$ cat config.mk
export PLATFORM = sky130hd
export DESIGN_NAME = kick_shaper
export DESIGN_NICKNAME = d
export VERILOG_FILES = /design/src/rtl/kick_pkg.sv /design/src/rtl/kick_xfer.sv /design/src/rtl/kick_mode_timer.sv /design/src/rtl/kick_align.sv /design/src/rtl/kick_shaper.sv
export SDC_FILE = /design/constraint.sdc
export NUM_CORES = 1
export LEC_CHECK = 0
export ABC_AREA = 0
export CAP_MARGIN = 25
export CORE_MARGIN = 2
export CORE_UTILIZATION = 54
export CTS_BUF_LIST = sky130_fd_sc_hd__clkbuf_8
export CTS_CLUSTER_SIZE = 12
export DETAILED_ROUTE_END_ITERATION = 16
export DONT_BUFFER_PORTS = 1
export PLACE_DENSITY = 0.79
export SYNTH_ARGS = -nofsm -noshare
export SYNTH_HDL_FRONTEND = slang
export SYNTH_SLANG_ARGS = --single-unit
$ cat constraint.sdc
create_clock -name rf_clk -period 7.2 [get_ports rf_clk]
set_input_delay 1.44 -clock rf_clk [delete_from_list [all_inputs] [get_ports rf_clk]]
set_output_delay 1.44 -clock rf_clk [all_outputs]
set_load 0.02 [all_outputs]
$ cat src/rtl/kick_pkg.sv
package kick_pkg;
  typedef enum logic [1:0] {
    XF_LINEAR  = 2'd0,
    XF_SCALED  = 2'd1,
    XF_BANG    = 2'd2,
    XF_BANG_DB = 2'd3
  } xfer_e;
endpackage

$ cat src/rtl/kick_xfer.sv
// Sum gate plus the four transfer functions, purely combinational.
module kick_xfer #(
  parameter int W         = 10,
  parameter int SUM_W     = 10,
  parameter int GAIN_W    = 8,
  parameter int GAIN_FRAC = 4
) (
  input  kick_pkg::xfer_e          mode,
  input  logic                     valid,
  input  logic signed [W-1:0]      err,
  input  logic [SUM_W-1:0]         sum,
  input  logic [SUM_W-1:0]         cutoff,
  input  logic [GAIN_W-1:0]        gain,
  input  logic [W-1:0]             deadband,
  output logic signed [W-1:0]      shaped
);
  import kick_pkg::*;

  localparam int PW = W + GAIN_W + 1;
  localparam logic signed [W-1:0]  FULL_P = W'((1 << (W-1)) - 1);
  localparam logic signed [W-1:0]  FULL_N = -FULL_P;
  localparam logic signed [W-1:0]  MOST_NEG = {1'b1, {(W-1){1'b0}}};
  localparam logic signed [PW-1:0] SAT_P = PW'((1 << (W-1)) - 1);
  localparam logic signed [PW-1:0] SAT_N = -SAT_P;

  logic signed [PW-1:0] prod;
  logic signed [PW-1:0] scaled;
  logic signed [W-1:0]  lin_v;
  logic signed [W-1:0]  scl_v;
  logic signed [W-1:0]  sgn_v;
  logic [W-1:0]         mag;

  always_comb begin
    prod   = err * $signed({1'b0, gain});
    scaled = prod >>> GAIN_FRAC;
    if (scaled > SAT_P)      scl_v = FULL_P;
    else if (scaled < SAT_N) scl_v = FULL_N;
    else                     scl_v = scaled[W-1:0];

    lin_v = (err == MOST_NEG) ? FULL_N : err;
    mag   = err[W-1] ? W'(-err) : W'(err);

    if (err == '0)      sgn_v = '0;
    else if (err[W-1])  sgn_v = FULL_N;
    else                sgn_v = FULL_P;

    shaped = '0;
    if (valid && sum >= cutoff) begin
      unique case (mode)
        XF_LINEAR:  shaped = lin_v;
        XF_SCALED:  shaped = scl_v;
        XF_BANG:    shaped = sgn_v;
        XF_BANG_DB: shaped = (mag <= deadband) ? '0 : sgn_v;
        default:    shaped = '0;
      endcase
    end
  end
endmodule

$ cat src/rtl/kick_mode_timer.sv
// Counts RF clocks from cycle start and picks the active transfer function.
module kick_mode_timer #(
  parameter int TIME_W = 16
) (
  input  logic                 clk,
  input  logic                 rst_n,
  input  logic                 start,
  input  logic [TIME_W-1:0]    switch_time,
  input  kick_pkg::xfer_e      mode_a,
  input  kick_pkg::xfer_e      mode_b,
  output kick_pkg::xfer_e      mode,
  output logic                 second
);
  logic [TIME_W-1:0] cnt;

  always_ff @(posedge clk) begin
    if (!rst_n) begin
      cnt    <= '0;
      second <= 1'b0;
    end else if (start) begin
      cnt    <= '0;
      second <= 1'b0;
    end else if (!second) begin
      if (cnt == switch_time) second <= 1'b1;
      else                    cnt    <= cnt + 1'b1;
    end
  end

  assign mode = second ? mode_b : mode_a;

  // a cycle start always returns to the first selection
  a_r10_start_clears: assert property (@(posedge clk) disable iff (!rst_n)
    start |=> !second);
  // the second selection is held until the next cycle start
  a_r8_hold_second: assert property (@(posedge clk) disable iff (!rst_n)
    second && !start |=> second);
endmodule

$ cat src/rtl/kick_align.sv
// Capture register followed by a tapped shift line for bunch alignment.
module kick_align #(
  parameter int W     = 10,
  parameter int DLY_W = 5
) (
  input  logic                clk,
  input  logic                rst_n,
  input  logic signed [W-1:0] din,
  input  logic                vin,
  input  logic [DLY_W-1:0]    dly,
  output logic signed [W-1:0] dout,
  output logic                vout
);
  localparam int DEPTH = (1 << DLY_W) - 1;

  logic signed [W-1:0] tap_d [DEPTH+1];
  logic                tap_v [DEPTH+1];

  always_ff @(posedge clk) begin
    if (!rst_n) begin
      tap_d[0] <= '0;
      tap_v[0] <= 1'b0;
    end else begin
      tap_d[0] <= din;
      tap_v[0] <= vin;
    end
  end

  for (genvar k = 1; k <= DEPTH; k++) begin : g_stage
    always_ff @(posedge clk) begin
      if (!rst_n) begin
        tap_d[k] <= '0;
        tap_v[k] <= 1'b0;
      end else begin
        tap_d[k] <= tap_d[k-1];
        tap_v[k] <= tap_v[k-1];
      end
    end
  end

  assign dout = tap_d[dly];
  assign vout = tap_v[dly];

  // with no extra delay a sample shows up after one register stage
  a_r6_zero_delay: assert property (@(posedge clk) disable iff (!rst_n)
    vin ##1 (dly == '0) |-> vout);
endmodule

$ cat src/rtl/kick_shaper.sv
module kick_shaper #(
  parameter int W         = 10,
  parameter int SUM_W     = 10,
  parameter int GAIN_W    = 8,
  parameter int GAIN_FRAC = 4,
  parameter int DLY_W     = 5,
  parameter int TIME_W    = 16
) (
  input  logic                 rf_clk,
  input  logic                 rst_n,
  input  logic                 cycle_start,
  input  logic                 in_valid,
  output logic                 in_ready,
  input  logic signed [W-1:0]  err_in,
  input  logic [SUM_W-1:0]     sum_in,
  input  logic [SUM_W-1:0]     sum_cutoff,
  input  logic [1:0]           mode_a,
  input  logic [1:0]           mode_b,
  input  logic [TIME_W-1:0]    switch_time,
  input  logic [GAIN_W-1:0]    gain,
  input  logic [W-1:0]         deadband,
  input  logic [DLY_W-1:0]     align_dly,
  output logic signed [W-1:0]  kick_pos,
  output logic signed [W-1:0]  kick_neg,
  output logic                 out_valid
);
  import kick_pkg::*;

  localparam logic signed [W-1:0] FULL_P   = W'((1 << (W-1)) - 1);
  localparam logic signed [W-1:0] MOST_NEG = {1'b1, {(W-1){1'b0}}};

  xfer_e               act_mode;
  logic                second_sel;
  logic                take;
  logic signed [W-1:0] shaped;
  logic signed [W-1:0] aligned;

  always_ff @(posedge rf_clk) begin
    if (!rst_n) in_ready <= 1'b0;
    else        in_ready <= 1'b1;
  end

  assign take = in_valid && in_ready;

  kick_mode_timer #(.TIME_W(TIME_W)) u_timer (
    .clk(rf_clk), .rst_n(rst_n), .start(cycle_start),
    .switch_time(switch_time),
    .mode_a(xfer_e'(mode_a)), .mode_b(xfer_e'(mode_b)),
    .mode(act_mode), .second(second_sel)
  );

  kick_xfer #(.W(W), .SUM_W(SUM_W), .GAIN_W(GAIN_W), .GAIN_FRAC(GAIN_FRAC)) u_xfer (
    .mode(act_mode), .valid(take), .err(err_in), .sum(sum_in),
    .cutoff(sum_cutoff), .gain(gain), .deadband(deadband), .shaped(shaped)
  );

  kick_align #(.W(W), .DLY_W(DLY_W)) u_align (
    .clk(rf_clk), .rst_n(rst_n), .din(shaped), .vin(take),
    .dly(align_dly), .dout(aligned), .vout(out_valid)
  );

  assign kick_pos = aligned;
  assign kick_neg = -aligned;

  // symmetric range on both channels
  a_r7_sym_range: assert property (@(posedge rf_clk) disable iff (!rst_n)
    kick_pos != MOST_NEG && kick_neg != MOST_NEG);
  // gated sample leaves a zero kick at zero delay
  a_r5_cutoff_zero: assert property (@(posedge rf_clk) disable iff (!rst_n)
    take && sum_in < sum_cutoff ##1 align_dly == '0 |-> kick_pos == '0);
  // bang-bang only produces the three levels
  a_r3_bang_levels: assert property (@(posedge rf_clk) disable iff (!rst_n)
    take && act_mode == XF_BANG ##1 align_dly == '0
      |-> (kick_pos == '0 || kick_pos == FULL_P || kick_pos == -FULL_P));
  // empty slots carry zero
  a_r9_idle_zero: assert property (@(posedge rf_clk) disable iff (!rst_n)
    !out_valid |-> kick_pos == '0);
endmodule

Word-level counts from Yosys, hierarchy flattened
Memory sizes are Yosys's and may differ from the RTL's.
Index checks and enable logic that the tools add are counted.
{ "classes": {"n_addsub": 3, "n_mul": 1, "order_cmp": 4, "n_eq_ne": 5, "muxes": 78, "bitwise_logic": 67, "n_reduce_logical": 6} }
{ "op_table": {"columns": ["cell", "count"], "rows": [
  ["2-to-1 mux 10 bit", 40],
  ["OR 1 bit", 64],
  ["one-hot mux 10 bit (4 select lines)", 1],
  ["2-to-1 mux 1 bit", 36],
  ["negation 10 bit", 2],
  ["multiplier 10 x 9 -> 19 bit", 1],
  ["adder 16 x 1 -> 16 bit (second input constant)", 1],
  ["== test 16 bit", 1],
  ["> comparator 15 x 10 -> 1 bit (second input constant)", 1],
  ["less-than comparator 15 x 10 -> 1 bit (second input constant)", 1],
  ["== test 10 bit (second input constant)", 1],
  ["greater-or-equal comparator 10 bit", 1],
  ["<= comparator 10 bit", 1],
  ["logical NOT 10 bit", 1],
  ["== test 2 bit (second input constant)", 2],
  ["inverter 1 bit", 3],
  ["== test 2 x 1 -> 1 bit (second input constant)", 1],
  ["logical AND 1 bit", 2],
  ["logical NOT 2 bit", 1],
  ["2-to-1 mux 2 bit", 1],
  ["AND reduction 2 bit", 1],
  ["OR reduction 2 bit", 1]
]} }
{ "word_totals": {"regBits": 18, "ramBits": 352, "in_bits": 77, "out_inout_bits": 22, "elab_cells": 169, "n_memories": 2} }
{ "memory_table": {"columns": ["name", "words", "width", "read_ports", "rd_clocked_by_memory_dff", "wr", "line", "source"], "rows": [
  ["u_align.tap_d", 32, 10, 32, 0, 32, "kick_align.sv:16", "logic signed [W-1:0] tap_d [DEPTH+1];"],
  ["u_align.tap_v", 32, 1, 32, 0, 32, "kick_align.sv:17", "logic tap_v [DEPTH+1];"]
]} }

Depth between registers and ports, before layout
{ "depth": {"word_depth": 7, "mapped_depth": 21, "mapped_depth_nobuf": 19} }

Hierarchy
Synthesis repeated with hierarchy kept, for this count alone.
{ "hier_totals": {"hier_cells": 1813, "hier_area_um2": 18082.3} }
{ "modules_own_cells": {"columns": ["mod", "instances", "cells_each", "area_per_inst_um2", "seq_area_each_um2"], "rows": [
  ["kick_align", 1, 1135, 12587.1, 7046.8],
  ["kick_xfer", 1, 526, 4182.8, 0.0],
  ["kick_mode_timer", 1, 127, 1103.6, 340.3],
  ["kick_shaper", 1, 25, 209.0, 20.0]
]} }

Worst setup path after synthesis
No wires, ideal clock.
{ "synth_path": {"path_type": "in2reg", "startpoint": "input port err_in[9]", "endpoint": "memory u_align.tap_d[0][1]", "setup_time_ps": 95, "arrival_ps": 6530, "required_time_ps": 7105, "setup_slack_ps": 574, "path_stages": 18, "n_path_buf": 2, "cell_sequence": "clkbuf_1 -> clkbuf_1 -> nand2_1 -> fa_1 -> inv_1 -> fa_1 -> fa_1 -> inv_1 -> fa_1 -> inv_1 -> ha_1 -> a21o_1 -> o21a_1 -> o41ai_1 -> xor2_1 -> nor4_1 -> o21ai_1 -> a221oi_1"} }
{ "synth_rtl": {"columns": ["element", "line", "source"], "rows": [
  ["from (decl)", "kick_shaper.sv:14", "input logic signed [W-1:0] err_in,"],
  ["to (decl)", "kick_align.sv:16", null]
]} }

==> results.md <==
- Fin cells: 1968
- Tcrit/Tclk final: 0.8408
- Highest Signal Layer: met4
- FF-to-FF path depth: 6
- Setup TNS: 0 ps
- Min-Delay Path Depth: 1
- Die Y: 183.2 um
- Post-synthesis sequential area ratio: 0.4271
- Fin Clk Skew: 35.34 ps
- Residual DRC count: 0
- Worst Setup SP: gain[0]
- Syn Nets: 1752
- Root Buffer: clkbuf_8
- Clock Path Buffers: 3
- Critical path class: in2reg
- RSZ-0062 raised after global routing: false
- Ys async rst share: 0
- Max stage delay cell, worst path: fa_1
- Cell count along the critical path: 15
- Row count: 65
- Max-cap viol count: 0
- Nets: 1723
- Vias post-DR: 10720
- Number of synthesized register bits: 370
- Postcts setup bufs: 0
- Synth Area per Inst: 11.18 um^2
- TritonCTS Buffers: 55
- Ys flop type: dfxtp_1
- GRT Overall Usage: 0.2012
- Clk_lat worst skew: 590 ps
- CP Launch Type: primary input
- Initial core utilization: 0.5496
- Fmax: 165.2 MHz
- EDFF count, synth: 0
- H-tree depth: 2
- DR WL/cell: 16.44 um
- CTS tree: done
- Final Max Slew Viols: 0
- CP peak stage delay: 750 ps
- DR iter-0 viols: 650
- IO Count: 99
- Post-synth cell types: 56
- WHS: 431.2 ps
- CP arrival: 6520 ps
- Hold Buf Count CTS: 0
- Die Area: 0.03357 mm^2
- CTS resizes: 0
- Vias in the first global route: 11050
- Cell family with most CP delay: adder cells
- Drt via density: 5.447
- Worst hold-check path type: reg2reg
- Cell count after synthesis: 1551
- Most used cell along the critical path: fa_1
- Period minus WS final: 6054 ps
- Min-delay src: u_align.tap_d[2][7]$_SDFF_PN0_
- Routed Antenna Nets: 0
- Crit path required time: 7660 ps
- Status: complete, no violations
- Yosys warns: 0
- Met2 wire len: 15390 um
- Synthesis-to-layout area growth: 7.849%
- Worst r2r src: u_timer.second$_SDFF_PP0_
- Setup-failing EPs final: 0
- First-pass GRT wire length: 55030 um
- Crit-path max FO: 9
- PortBufs: 0
- Antenna violations before repair: 1
- Mapped Area: 0.01734 mm^2
- Crit path capture type: register
- Gp weighted congestion: 0.9425
- Power per standard cell area: 279.9 mW/mm^2
- Clock-pin slew on the worst setup and hold paths: 60 ps
- Final-report hold violation count: 0
- M1 wire length: 14660 um
- Worst VDD drop: 0.0001464 V
- Met3 wire len: 1516 um
- Leak: 7.937 nW
- Layout cells sized above 1: 0.1322
- Inserted Diodes: 0
- Congestion Overflow GR: 0
- Die width: 183.2 um
- WL final: 32350 um
- Pin count of the biggest net entering global routing: 345
- Slew @ Worst Pin: 976.7 ps
- Hpwl dp: 21710 um
- Drt pass-1 iters: 5
- FF-to-FF setup slack: 4510 ps
- Placed Cells: 1867
- Crit-path cells: nand2_1 -> fa_1 -> inv_1 -> fa_1 -> fa_1 -> fa_1 -> ha_1 -> nand2_1 -> nor2_1 -> o21a_1 -> o41ai_1 -> xor2_1 -> nor4_1 -> o21ai_1 -> a221oi_1
- Bufs and invs on worst path: 1
- Num Clock Sinks: 370
- Max_slew headroom: 0.3303
- Std-Cell Core Area: 0.03156 mm^2
[worst paths after layout]
kind	to
min	u_align.tap_d[3][7]$_SDFF_PN0_
max	u_align.tap_d[0][1]$_SDFF_PN0_
max reg2reg	u_align.tap_d[0][3]$_SDFF_PN0_
min reg2reg	u_align.tap_d[3][7]$_SDFF_PN0_
[cell type report]
class,count,area (um^2)
clock inverter,27,215.2
clock buffer,74,1018
sequential,370,7407
inverter,126,473.0
tap,402,503.0
multi-input combinational,969,9089
fill,2586,12850
[state kept, by name, indices dropped and copies added, names as in the netlist]
register and flops:
u_timer.second 1, in_ready 1, u_timer.cnt 16, u_align.tap_d 320, u_align.tap_v 32
[report_power, final]
group          internal [mW]  leakage [nW]  switching [mW]
Sequential              2.06          2.98         0.00663
Combinational          0.569          4.27           0.794
Clock                   1.03         0.682           0.778
[metal layers]
metal  track usage  vias up
li1              -     5114
met1        0.2706     5283
met2        0.3365      264
met3       0.03197       59
met4       0.06208        0
met5             0        -
[placed cells by master, fill, tap and decap left out, drive strengths merged, types with 2 or more instances in the layout]
cell,instances
or3,10
o21ai,31
xnor2,41
nand2,68
nand3,12
nor2b,2
inv,137
fa,66
nor2,26
nor4,5
a31oi,4
nand4,9
o21a,3
ha,58
or2,3
o221ai,2
clkinv,12
xor2,12
and3,7
o31ai,3
o211ai,9
mux2i,10
mux2,10
a221oi,2
nand2b,11
dfxtp,370
clkbuf,74
mux4,106
a211oi,5
a221o,3
a21oi,24
o22ai,7
and2,386
a21o,12
bufinv,3
o2111ai,2
nor3,8
[Yosys cell counts (9+ instances only)]
| cell | instances | area share |
|---|---|---|
| a21o_1 | 12 | 0.0052 |
| a21oi_1 | 24 | 0.0069 |
| and2_1 | 386 | 0.14 |
| clkbuf_1 | 69 | 0.015 |
| dfxtp_1 | 370 | 0.43 |
| fa_1 | 66 | 0.076 |
| ha_1 | 58 | 0.042 |
| inv_1 | 126 | 0.027 |
| mux2_2 | 10 | 0.0065 |
| mux2i_1 | 10 | 0.0058 |
| mux4_2 | 100 | 0.13 |
| nand2_1 | 67 | 0.015 |
| nand2b_1 | 11 | 0.0040 |
| nand3_1 | 12 | 0.0035 |
| nand4_1 | 9 | 0.0032 |
| nor2_1 | 26 | 0.0056 |
| o211ai_1 | 9 | 0.0039 |
| o21ai_0 | 30 | 0.0087 |
| or3_1 | 10 | 0.0036 |
| xnor2_1 | 41 | 0.021 |
| xor2_1 | 12 | 0.0061 |
[kinds of logic (layout without fill, tap and decap cells)]
logic type / count (synthesis) / after routing / synth area share
and+or+nand+nor: 551 / 551 / 0.1853
DFF: 370 / 370 / 0.4271
buffers and inverters: 212 / 227 / 0.04891
muxes: 126 / 126 / 0.1512
adders and majority gates: 124 / 124 / 0.1180
AOI/OAI and AO/OA: 115 / 115 / 0.04271
xor gates and xnor gates: 53 / 53 / 0.02676
[stage by stage]
| stage | cell area, um^2 | setup WS (ps) | utilization | total power [mW] |
|---|---|---|---|---|
| final | 18710 | 1146 | 0.5928 | 5.236 |
| after global routing | 18710 | 737.9 | 0.5928 | 5.568 |
| after CTS | 18710 | 1170 | 0.5928 | 5.274 |
| after detailed placement | 17470 | 582.8 | 0.5537 | 3.460 |
| after global placement | 17470 | 804.4 | 0.5537 | 3.424 |
| after floorplan | 17340 | 574.4 | - | 3.255 |
Note: power is estimated with default switching activity, not from simulation.
